[src/rtl/sfcs_pkg.sv]
package sfcs_pkg;

    localparam int FRAME_W = 32;
    localparam int OPC_W   = 8;
    localparam int PAGE_W  = 10;
    localparam int TAIL_W  = 9;   // ignored bits below the page field

    typedef enum logic [2:0] {
        K_NONE      = 3'd0,
        K_XFER      = 3'd1,
        K_COMPARE   = 3'd2,
        K_PGM_ERASE = 3'd3,
        K_PGM_KEEP  = 3'd4,
        K_MM_PGM    = 3'd5,
        K_REWRITE   = 3'd6
    } op_kind_e;

    typedef enum logic [1:0] {
        G_NONE   = 2'd0,
        G_ARRAY  = 2'd1,
        G_BUFFER = 2'd2
    } op_group_e;

    typedef struct packed {
        op_kind_e  kind;
        op_group_e grp;
        logic      buf_sel;
        logic      prog;
    } cmd_info_t;

    function automatic cmd_info_t decode_opcode(input logic [OPC_W-1:0] opc);
        cmd_info_t r;
        r = '{kind: K_NONE, grp: G_NONE, buf_sel: 1'b0, prog: 1'b0};
        case (opc)
            8'h53, 8'h55: begin r.kind = K_XFER;      r.grp = G_ARRAY; r.buf_sel = (opc == 8'h55); end
            8'h60, 8'h61: begin r.kind = K_COMPARE;   r.grp = G_ARRAY; r.buf_sel = (opc == 8'h61); end
            8'h83, 8'h86: begin r.kind = K_PGM_ERASE; r.grp = G_ARRAY; r.buf_sel = (opc == 8'h86); r.prog = 1'b1; end
            8'h88, 8'h89: begin r.kind = K_PGM_KEEP;  r.grp = G_ARRAY; r.buf_sel = (opc == 8'h89); r.prog = 1'b1; end
            8'h82, 8'h85: begin r.kind = K_MM_PGM;    r.grp = G_ARRAY; r.buf_sel = (opc == 8'h85); r.prog = 1'b1; end
            8'h58, 8'h59: begin r.kind = K_REWRITE;   r.grp = G_ARRAY; r.buf_sel = (opc == 8'h59); r.prog = 1'b1; end
            8'h54, 8'h56, 8'h84, 8'h87, 8'h57: r.grp = G_BUFFER;
            default: r.grp = G_NONE;
        endcase
        return r;
    endfunction

endpackage

[src/rtl/sfcs_spi_capture.sv]
module sfcs_spi_capture
    import sfcs_pkg::*;
(
    input  logic              clk,
    input  logic              rst_n,
    input  logic              sck_i,
    input  logic              cs_n_i,
    input  logic              mosi_i,
    output logic              frame_end_o,
    output logic              frame_full_o,
    output logic [OPC_W-1:0]  opcode_o,
    output logic [PAGE_W-1:0] page_o
);
    localparam int CNT_W = $clog2(FRAME_W + 1);

    typedef struct packed {
        logic [2:0]         sck;   // [0] meta, [1] stable, [2] previous
        logic [2:0]         cs;
        logic [1:0]         mosi;
        logic [CNT_W-1:0]   cnt;
        logic [FRAME_W-1:0] sh;
    } cap_t;

    cap_t cap_d, cap_q;
    logic sck_rise;
    logic cs_low;
    logic unused_bits;

    always_comb begin
        cap_d      = cap_q;
        cap_d.sck  = {cap_q.sck[1:0], sck_i};
        cap_d.cs   = {cap_q.cs[1:0], cs_n_i};
        cap_d.mosi = {cap_q.mosi[0], mosi_i};
        sck_rise   = cap_q.sck[1] & ~cap_q.sck[2];
        cs_low     = ~cap_q.cs[1];
        if (!cs_low) begin
            cap_d.cnt = '0;
        end else if (sck_rise && (cap_q.cnt != CNT_W'(FRAME_W))) begin
            cap_d.sh  = {cap_q.sh[FRAME_W-2:0], cap_q.mosi[1]};
            cap_d.cnt = cap_q.cnt + 1'b1;
        end
    end

    always_ff @(posedge clk or negedge rst_n) begin
        if (!rst_n) begin
            cap_q <= '{sck: 3'b000, cs: 3'b111, mosi: 2'b00, cnt: '0, sh: '0};
        end else begin
            cap_q <= cap_d;
        end
    end

    assign frame_end_o  = cap_q.cs[1] & ~cap_q.cs[2];
    assign frame_full_o = (cap_q.cnt == CNT_W'(FRAME_W));
    assign opcode_o     = cap_q.sh[FRAME_W-1 -: OPC_W];
    assign page_o       = cap_q.sh[TAIL_W +: PAGE_W];
    assign unused_bits  = ^{cap_q.sh[FRAME_W-OPC_W-1:TAIL_W+PAGE_W], cap_q.sh[TAIL_W-1:0]};

    // the bit counter saturates at the frame length
    p_cnt_bound_r8: assert property (@(posedge clk) disable iff (!rst_n)
        cap_q.cnt <= CNT_W'(FRAME_W));

    // with chip select high the frame counter is cleared
    p_idle_clear_r1: assert property (@(posedge clk) disable iff (!rst_n)
        cap_q.cs[1] |=> (cap_q.cnt == '0));

endmodule

[src/rtl/sfcs_cmd_decode.sv]
module sfcs_cmd_decode
    import sfcs_pkg::*;
(
    input  logic [OPC_W-1:0] opcode_i,
    output cmd_info_t        info_o
);
    always_comb begin
        info_o = decode_opcode(opcode_i);
    end
endmodule

[src/rtl/sfcs_op_timer.sv]
module sfcs_op_timer #(
    parameter int CNT_W = 16
) (
    input  logic             clk,
    input  logic             rst_n,
    input  logic             launch_i,
    input  logic [CNT_W-1:0] load_i,
    output logic             busy_o
);
    typedef struct packed {
        logic             busy;
        logic [CNT_W-1:0] cnt;
    } tmr_t;

    tmr_t tmr_d, tmr_q;

    always_comb begin
        tmr_d = tmr_q;
        if (launch_i) begin
            tmr_d.busy = 1'b1;
            tmr_d.cnt  = load_i;
        end else if (tmr_q.busy) begin
            if (tmr_q.cnt == CNT_W'(1)) begin
                tmr_d.busy = 1'b0;
                tmr_d.cnt  = '0;
            end else begin
                tmr_d.cnt = tmr_q.cnt - 1'b1;
            end
        end
    end

    always_ff @(posedge clk or negedge rst_n) begin
        if (!rst_n) tmr_q <= '0;
        else        tmr_q <= tmr_d;
    end

    assign busy_o = tmr_q.busy;

    // the sequencer never relaunches while an operation runs
    p_single_array_r5: assert property (@(posedge clk) disable iff (!rst_n)
        launch_i |-> !tmr_q.busy);

    // busy ends only when the countdown has expired
    p_fall_at_expiry_r4: assert property (@(posedge clk) disable iff (!rst_n)
        $fell(tmr_q.busy) |-> ($past(tmr_q.cnt) == CNT_W'(1)));

    p_busy_has_count_r4: assert property (@(posedge clk) disable iff (!rst_n)
        tmr_q.busy |-> (tmr_q.cnt != '0));

endmodule

[src/rtl/serial_flash_cmd_seq.sv]
module serial_flash_cmd_seq
    import sfcs_pkg::*;
#(
    parameter int T_XFER      = 300,
    parameter int T_COMPARE   = 320,
    parameter int T_PGM_ERASE = 900,
    parameter int T_PGM_KEEP  = 700,
    parameter int T_MM_PGM    = 1000,
    parameter int T_REWRITE   = 1200
) (
    input  logic              clk,
    input  logic              rst_n,
    input  logic              spi_sck,
    input  logic              spi_cs_n,
    input  logic              spi_mosi,
    input  logic              wp_n,
    output logic              busy,
    output logic              op_start,
    output logic [2:0]        op_kind,
    output logic [PAGE_W-1:0] op_page,
    output logic              op_buf,
    output logic              cmd_rejected
);
    localparam int T_M1  = (T_XFER > T_COMPARE) ? T_XFER : T_COMPARE;
    localparam int T_M2  = (T_PGM_ERASE > T_PGM_KEEP) ? T_PGM_ERASE : T_PGM_KEEP;
    localparam int T_M3  = (T_MM_PGM > T_REWRITE) ? T_MM_PGM : T_REWRITE;
    localparam int T_M12 = (T_M1 > T_M2) ? T_M1 : T_M2;
    localparam int T_MAX = (T_M12 > T_M3) ? T_M12 : T_M3;
    localparam int CNT_W = $clog2(T_MAX + 1);

    typedef struct packed {
        logic [1:0]        wp;     // [0] meta, [1] stable
        logic              start;
        logic              reject;
        op_kind_e          kind;
        logic [PAGE_W-1:0] page;
        logic              buf_sel;
    } seq_t;

    seq_t seq_d, seq_q;

    logic              frame_end;
    logic              frame_full;
    logic [OPC_W-1:0]  opcode;
    logic [PAGE_W-1:0] page;
    cmd_info_t         info;
    logic              array_req;
    logic              prot_hit;
    logic              launch;
    logic [CNT_W-1:0]  load_val;

    sfcs_spi_capture u_capture (
        .clk          (clk),
        .rst_n        (rst_n),
        .sck_i        (spi_sck),
        .cs_n_i       (spi_cs_n),
        .mosi_i       (spi_mosi),
        .frame_end_o  (frame_end),
        .frame_full_o (frame_full),
        .opcode_o     (opcode),
        .page_o       (page)
    );

    sfcs_cmd_decode u_decode (
        .opcode_i (opcode),
        .info_o   (info)
    );

    always_comb begin
        // lowest quarter of the page space: two top page bits are zero
        prot_hit  = info.prog && !seq_q.wp[1] && (page[PAGE_W-1 -: 2] == 2'b00);
        array_req = frame_end && frame_full && (info.grp == G_ARRAY);
        launch    = array_req && !busy && !prot_hit;
        case (info.kind)
            K_XFER:      load_val = CNT_W'(T_XFER);
            K_COMPARE:   load_val = CNT_W'(T_COMPARE);
            K_PGM_ERASE: load_val = CNT_W'(T_PGM_ERASE);
            K_PGM_KEEP:  load_val = CNT_W'(T_PGM_KEEP);
            K_MM_PGM:    load_val = CNT_W'(T_MM_PGM);
            K_REWRITE:   load_val = CNT_W'(T_REWRITE);
            default:     load_val = CNT_W'(1);
        endcase

        seq_d        = seq_q;
        seq_d.wp     = {seq_q.wp[0], wp_n};
        seq_d.start  = launch;
        seq_d.reject = array_req && (busy || prot_hit);
        if (launch) begin
            seq_d.kind    = info.kind;
            seq_d.page    = page;
            seq_d.buf_sel = info.buf_sel;
        end
    end

    always_ff @(posedge clk or negedge rst_n) begin
        if (!rst_n) begin
            seq_q <= '{wp: 2'b11, start: 1'b0, reject: 1'b0, kind: K_NONE, page: '0, buf_sel: 1'b0};
        end else begin
            seq_q <= seq_d;
        end
    end

    sfcs_op_timer #(.CNT_W(CNT_W)) u_timer (
        .clk      (clk),
        .rst_n    (rst_n),
        .launch_i (launch),
        .load_i   (load_val),
        .busy_o   (busy)
    );

    assign op_start     = seq_q.start;
    assign cmd_rejected = seq_q.reject;
    assign op_kind      = seq_q.kind;
    assign op_page      = seq_q.page;
    assign op_buf       = seq_q.buf_sel;

    p_start_xor_reject_r5: assert property (@(posedge clk) disable iff (!rst_n)
        !(op_start && cmd_rejected));

    p_start_sets_busy_r3: assert property (@(posedge clk) disable iff (!rst_n)
        op_start |-> busy);

    p_busy_rise_at_start_r3: assert property (@(posedge clk) disable iff (!rst_n)
        $rose(busy) |-> op_start);

    p_start_idle_before_r5: assert property (@(posedge clk) disable iff (!rst_n)
        op_start |-> !$past(busy));

    p_reject_pulse_r5: assert property (@(posedge clk) disable iff (!rst_n)
        cmd_rejected |=> !cmd_rejected);

    p_protect_r7: assert property (@(posedge clk) disable iff (!rst_n)
        (op_start && (op_kind >= 3'd3) && (op_page[PAGE_W-1 -: 2] == 2'b00)) |-> $past(seq_q.wp[1]));

endmodule

[config.mk]
export PLATFORM = sky130hd
export DESIGN_NAME = serial_flash_cmd_seq
export DESIGN_NICKNAME = d
export VERILOG_FILES = /design/src/rtl/sfcs_pkg.sv /design/src/rtl/sfcs_spi_capture.sv /design/src/rtl/sfcs_cmd_decode.sv /design/src/rtl/sfcs_op_timer.sv /design/src/rtl/serial_flash_cmd_seq.sv
export SDC_FILE = /design/constraint.sdc
export NUM_CORES = 1
export LEC_CHECK = 0
export CORE_ASPECT_RATIO = 1.75
export CORE_MARGIN = 5
export CORE_UTILIZATION = 33
export DETAILED_ROUTE_END_ITERATION = 8
export PLACE_DENSITY = 0.46
export SYNTH_ARGS = -nofsm -noshare
export SYNTH_HDL_FRONTEND = slang
export SYNTH_HIERARCHICAL = 1
export SYNTH_SLANG_ARGS = --single-unit
[constraint.sdc]
create_clock -name clk -period 4.3 [get_ports clk]
set_input_delay 0.43 -clock clk [delete_from_list [all_inputs] [get_ports clk]]
set_output_delay 0.43 -clock clk [all_outputs]
set_load 0.01 [all_outputs]
Yosys cells after proc, flatten, opt, wreduce, memory -nomap -nowiden
Index checks and enable logic that the tools add are counted.
{ "totals": {"reg_bits": 76, "latch_bits": 0, "ram_bits": 0, "romBits": 0, "input_bits": 6, "output_inout_bits": 17, "elab_cells": 83, "memories": 0} }
{ "classes": {"n_addsub": 2, "mul": 0, "n_div": 0, "order_cmp": 0, "eq_ne": 27, "shifts": 0, "mux": 11, "bitwise": 5, "reduce_logical": 25} }
{ "ops": {"columns": ["op", "count"], "rows": [
  ["8-bit by 7-bit equality test with 1-bit output (second input constant)", 9],
  ["11-bit case mux with 6 select lines", 1],
  ["8-bit equality test (second input constant)", 8],
  ["38-bit 2-to-1 mux", 1],
  ["12-bit 2-to-1 mux", 2],
  ["3-bit case mux with 6 select lines", 1],
  ["12-bit OR reduction", 1],
  ["2-bit OR reduction", 6],
  ["11-bit by 1-bit equality test with 1-bit output (second input constant)", 1],
  ["11-bit 2-to-1 mux", 1],
  ["11-bit by 1-bit subtractor with 11-bit output (second input constant)", 1],
  ["3-bit equality test (second input constant)", 3],
  ["1-bit logical AND", 8],
  ["8-bit OR reduction", 1],
  ["6-bit by 1-bit adder with 6-bit output (second input constant)", 1],
  ["3-bit by 2-bit equality test with 1-bit output (second input constant)", 2],
  ["6-bit equality test (second input constant)", 1],
  ["6-bit 2-to-1 mux", 1],
  ["6-bit inequality test (second input constant)", 1],
  ["1-bit case mux with 6 select lines", 1],
  ["5-bit OR reduction", 1],
  ["2-bit case mux with 2 select lines", 1],
  ["2-bit nonzero test", 2],
  ["3-bit by 1-bit equality test with 1-bit output (second input constant)", 1],
  ["8 further kinds", 14]
]} }

Logic depth before layout (Yosys ltp)
{ "logic_depth": {"depth_word": 8, "mapped_depth": 13, "ltp_nobuf": 9} }

Cells and area by module
The synthesis kept the hierarchy.
{ "modules_own_cells": {"columns": ["module", "instances", "cells_per_inst", "area_each_um2", "seq_area_each_um2"], "rows": [
  ["sfcs_spi_capture", 1, 134, 1920.6, 1154.9],
  ["serial_flash_cmd_seq", 1, 74, 953.4, 452.9],
  ["sfcs_op_timer", 1, 86, 739.5, 300.3],
  ["sfcs_cmd_decode", 1, 43, 281.5, 0.0]
]} }

Worst setup path after synthesis
OpenSTA, ideal clock, no wires.
{ "synth_timing": {"path_kind": "reg-to-reg", "startpoint": "reg u_capture.cap_q (netlist bit u_capture/opcode_o[4])", "endpoint": "reg u_timer/tmr_q[10] in the netlist's numbering", "setup_ns": 0.135, "arrival_time_ns": 2.857, "t_required_ns": 4.165, "setup_slack_ns": 1.307, "stages_incl_launch_ff": 12, "n_path_buf": 4, "period_less_slack_ns": 2.993, "cell_sequence": "dfrtp_1 -> buf_4 -> or4b_4 -> a211o_1 -> o21ai_1 -> or2_1 -> nand4b_4 -> nor3_4 -> buf_12 -> buf_1 -> clkbuf_1 -> o21ai_0"} }
{ "synth_rtl": {"columns": ["element", "line", "rtl"], "rows": [
  ["from (decl)", "sfcs_spi_capture.sv:24", "cap_t cap_d, cap_q;"],
  ["from (signal assigned)", "sfcs_spi_capture.sv:46", "cap_q <= '{sck: 3'b000, cs: 3'b111, mosi: 2'b00, cnt: '0, sh: '0};"],
  ["from (signal assigned)", "sfcs_spi_capture.sv:48", "cap_q <= cap_d;"],
  ["to (signal assigned)", "sfcs_op_timer.sv:34", "else tmr_q <= tmr_d;"],
  ["to (decl)", "sfcs_op_timer.sv:15", "tmr_t tmr_d, tmr_q;"]
]} }

==> impl_results.md <==
- Synth cell types: 65
- Leakage: 1.86 nW
- FP Rows: 52
- Ant diodes: 0
- Sequential area share after synthesis: 0.490
- Design Power: 0.00154 W
- Core area: 11600 µm²
- Cell Area, Synth: just under 4000 µm²
- EDFF count, synth: 0
- Vias: approximately 2300
- R2R Path End: op_page[4]
- Clk slew on worst S/H paths: 0.06 ns
- Input/output buffers: 22
- Worst Setup EP: op_page[4]
- Startpoint Class: register
- Hpwl dp: about 5000 µm
- CP Data Required Time: 4.51 ns
- Vias in the first global route: 2451
- Hold Buf Count CTS: 0
- Clock skew: 0.00662 ns
- Total track usage: 0.110
- Max Cap Viol: 0
- Hold WS: 0.246 ns
- First-pass GRT wire length: 12300 µm
- CP cell instances: or4b_4 -> a211o_1 -> o21ai_1 -> or2_1 -> nand4b_4 -> nor3_4 -> buf_12 -> mux2_2
- Slew @ Worst Pin: approximately 1.0 ns
- Number of DRC markers in iteration 0: 74
- GRT overflow: 0
- PwrDens: approximately 360 nW/µm²
- # DRC: 0
- Max-slew headroom: 0.304
- DR pass1 iterations: 4
- Yosys warns: 6
- Period utilisation layout: 0.707
- Die H: 154 µm
- Hold violation total from the final report: 0
- Clock sinks: 76
- Slowest CP cell: or4b_4
- Synthesis-to-layout area growth: 9.86%
- FMAX: 329 MHz
- Crit-path max cell delay: 0.59 ns
- Syn avg cell area: approximately 12 µm²
- Worst R2R Setup Slack: 1.26 ns
- Crit Path Category: reg2reg
- Critical Path Start: u_capture/opcode_o[4]
- CTS tree: built
- RSZ-0062 raised after global routing: false
- Peak supply drop: between 0.0002 and 0.0003 V
- Antenna-violating nets left: 0
- Placer Congestion: 0.825
- Layout Nets: 339
- Clock Latency Late Sink: 0.33 ns
- IO Count: 23
- Tmin final: 3.04 ns
- DR vias/cell: approximately 5.0
- Post-synth ARST share: 1.00
- Post-cts sizing count: 0
- Root Driver: clkbuf_16
- Initial Utilization: 0.336
- Htree depth: 3
- DIE AREA: 14200 µm²
- Critical Path AT: about 3.3 ns
- Element type at the critical path end: register
- Outcome: completed
- R2R depth: 8
- Pre-CTS setup slack: 1.21 ns
- Largest net degree at the start of global routing: 77
- #FFs+latches synth: 76
- Routed WL per cell: 15.0 µm
- Synth Instances: 337
- Hold/Removal Path Class: in2async
- Final Max Tran Viols: 0
- Non-Filler Instances: 469
- Die width: about 92 µm
- Synth Net Count: 347
- RR Startpoint: u_capture/opcode_o[4]
- Drt total wl: about 7100 µm
- Placed Cells: approximately 450
- Number of setup violations in the final report: 0
- Clock buffer depth: 2
- Number of CTS-inserted buffers: 9
- Layout cells sized above 1: 0.249
- Critical path peak fanout: 21
- Top_reg_cell synth: dfrtp_1
- Fin Setup TNS: 0 ns
- Antenna violations before repair: 0
- Post-CTS repair timing setup buffer count: 0
- Fin worst setup slack: roughly 1.3 ns
-- how the worst min path moves through the flow --
stage                                endpoint  slack, ns  cells after the start
after floorplan                  cmd_rejected       0.13                      0
after global placement    u_capture/cap_d[45]       0.33                      0
after detailed placement  u_capture/cap_q[39]       0.34                      0
after CTS                 u_capture/page_o[3]       0.28                      1
after global routing       u_capture/cap_q[7]       0.33                      1
final                      u_capture/cap_q[7]       0.25                      1
-- cell families (layout without fill, tap and decap cells) --
family | count (synthesis) | in the layout | share of synthesized area
buffers and inverters | 58 | 55 | 0.0957
xor gates and xnor gates | 3 | 3 | 0.00675
adders and majority gates | 4 | 4 | 0.0128
other | 1 | 1 | 0.000963
AOI/OAI and AO/OA | 53 | 53 | 0.0922
DFF | 76 | 76 | 0.490
muxes | 51 | 51 | 0.155
and+or+nand+nor | 91 | 91 | 0.147
-- cells in the final DEF (no fill, tap or decap), drive strengths merged, types with 2 or more instances in the layout --
| master | synthesis | final |
|---|---|---|
| nor2 | 16 | 16 |
| nor4b | 2 | 2 |
| dfrtp | 71 | 71 |
| clkdlybuf4s50 | 0 | 21 |
| o21ai | 15 | 15 |
| or4 | 6 | 6 |
| xor2 | 2 | 2 |
| nor2b | 2 | 2 |
| o31ai | 3 | 3 |
| mux2 | 46 | 46 |
| nor3 | 4 | 4 |
| and2 | 2 | 2 |
| nand3 | 4 | 4 |
| nand3b | 2 | 2 |
| nand4 | 3 | 3 |
| a31oi | 2 | 2 |
| o32ai | 2 | 2 |
| nand2b | 6 | 6 |
| or3 | 8 | 8 |
| or4b | 2 | 2 |
| nand2 | 22 | 22 |
| clkbuf | 9 | 11 |
| dfstp | 5 | 5 |
| nor3b | 4 | 4 |
| o2111ai | 2 | 2 |
| ha | 4 | 4 |
| clkinvlp | 0 | 3 |
| o311ai | 4 | 4 |
| inv | 13 | 14 |
| mux2i | 5 | 5 |
| a21oi | 14 | 14 |
| buf | 36 | 5 |
-- registers in the layout, indices dropped and copies added, names as in the netlist --
name,cells
u_capture/cap_d,5
seq_q,1
u_capture/opcode_o,8
seq_d,1
cmd_rejected,1
op_start,1
u_capture/cap_q,23
op_kind,3
op_buf,1
op_page,10
u_capture/page_o,10
u_timer/tmr_q,11
u_timer/busy_o,1
-- per-stage QoR --
| step | utilization | cell area (µm²) |
|---|---|---|
| floorplan | - | 3890 |
| global placement | 0.345 | 4000 |
| detailed placement | 0.345 | 4000 |
| CTS | 0.369 | 4280 |
| global route | 0.369 | 4280 |
| finish | 0.369 | 4280 |
-- power by group --
part           switching (W)  internal, W  leakage (nW)
combinational      0.0000297    0.0000359         0.718
sequential         0.0000218     0.000759          1.01
clock               0.000284     0.000407         0.128
-- critical path: cells and delay by family, from the launching register on --
kind | cells | cell delay, ns
compound gates | 2 | 0.44
buf+inv | 1 | 0.25
flops | 1 | 0.43
mux | 1 | 0.34
simple gates | 4 | 1.47
-- per-layer routing --
layer  global-route usage  share of wire  vias up
li1                     -              -     1148
met1                0.125           0.41     1157
met2                0.187           0.53       28
met3               0.0230          0.023       16
met4               0.0687          0.035        0
met5                    0              0        -
-- Yosys cell counts, types with 2 or more instances --
library cell,count,area (µm²)
o2111ai_1,2,17.5
mux2i_1,5,50.1
or4_1,4,30.0
mux2_4,9,135
nand3b_1,2,15.0
nand4_1,3,18.8
nor3b_1,4,30.0
buf_6,3,33.8
nand3_1,4,20.0
o31ai_1,3,22.5
a31oi_1,2,12.5
mux2_1,2,22.5
inv_1,13,48.8
or3_1,6,37.5
dfstp_2,5,131
and2_1,2,12.5
o21ai_0,14,70.1
clkbuf_1,9,33.8
nand2_1,22,82.6
nor3_1,3,15.0
mux2_2,35,394
ha_1,4,50.1
xor2_1,2,17.5
dfrtp_1,71,1780
a21oi_1,14,70.1
o311ai_0,3,26.3
buf_4,31,233
nor2b_1,2,12.5
o32ai_1,2,17.5
or4_4,2,22.5
nor2_1,16,60.1
nand2b_1,5,31.3
-- cell type report --
class                   count  area, µm²
clock buffers              11        243
inverters                  13       48.8
flip-flops and latches     76       1910
multi-input cells         203       1610
fillers                  1145       7300
well taps                 135        169
clock inverters             5       36.3
repair buffers             26        260
No activity file was read; power rests on OpenSTA's default activity.
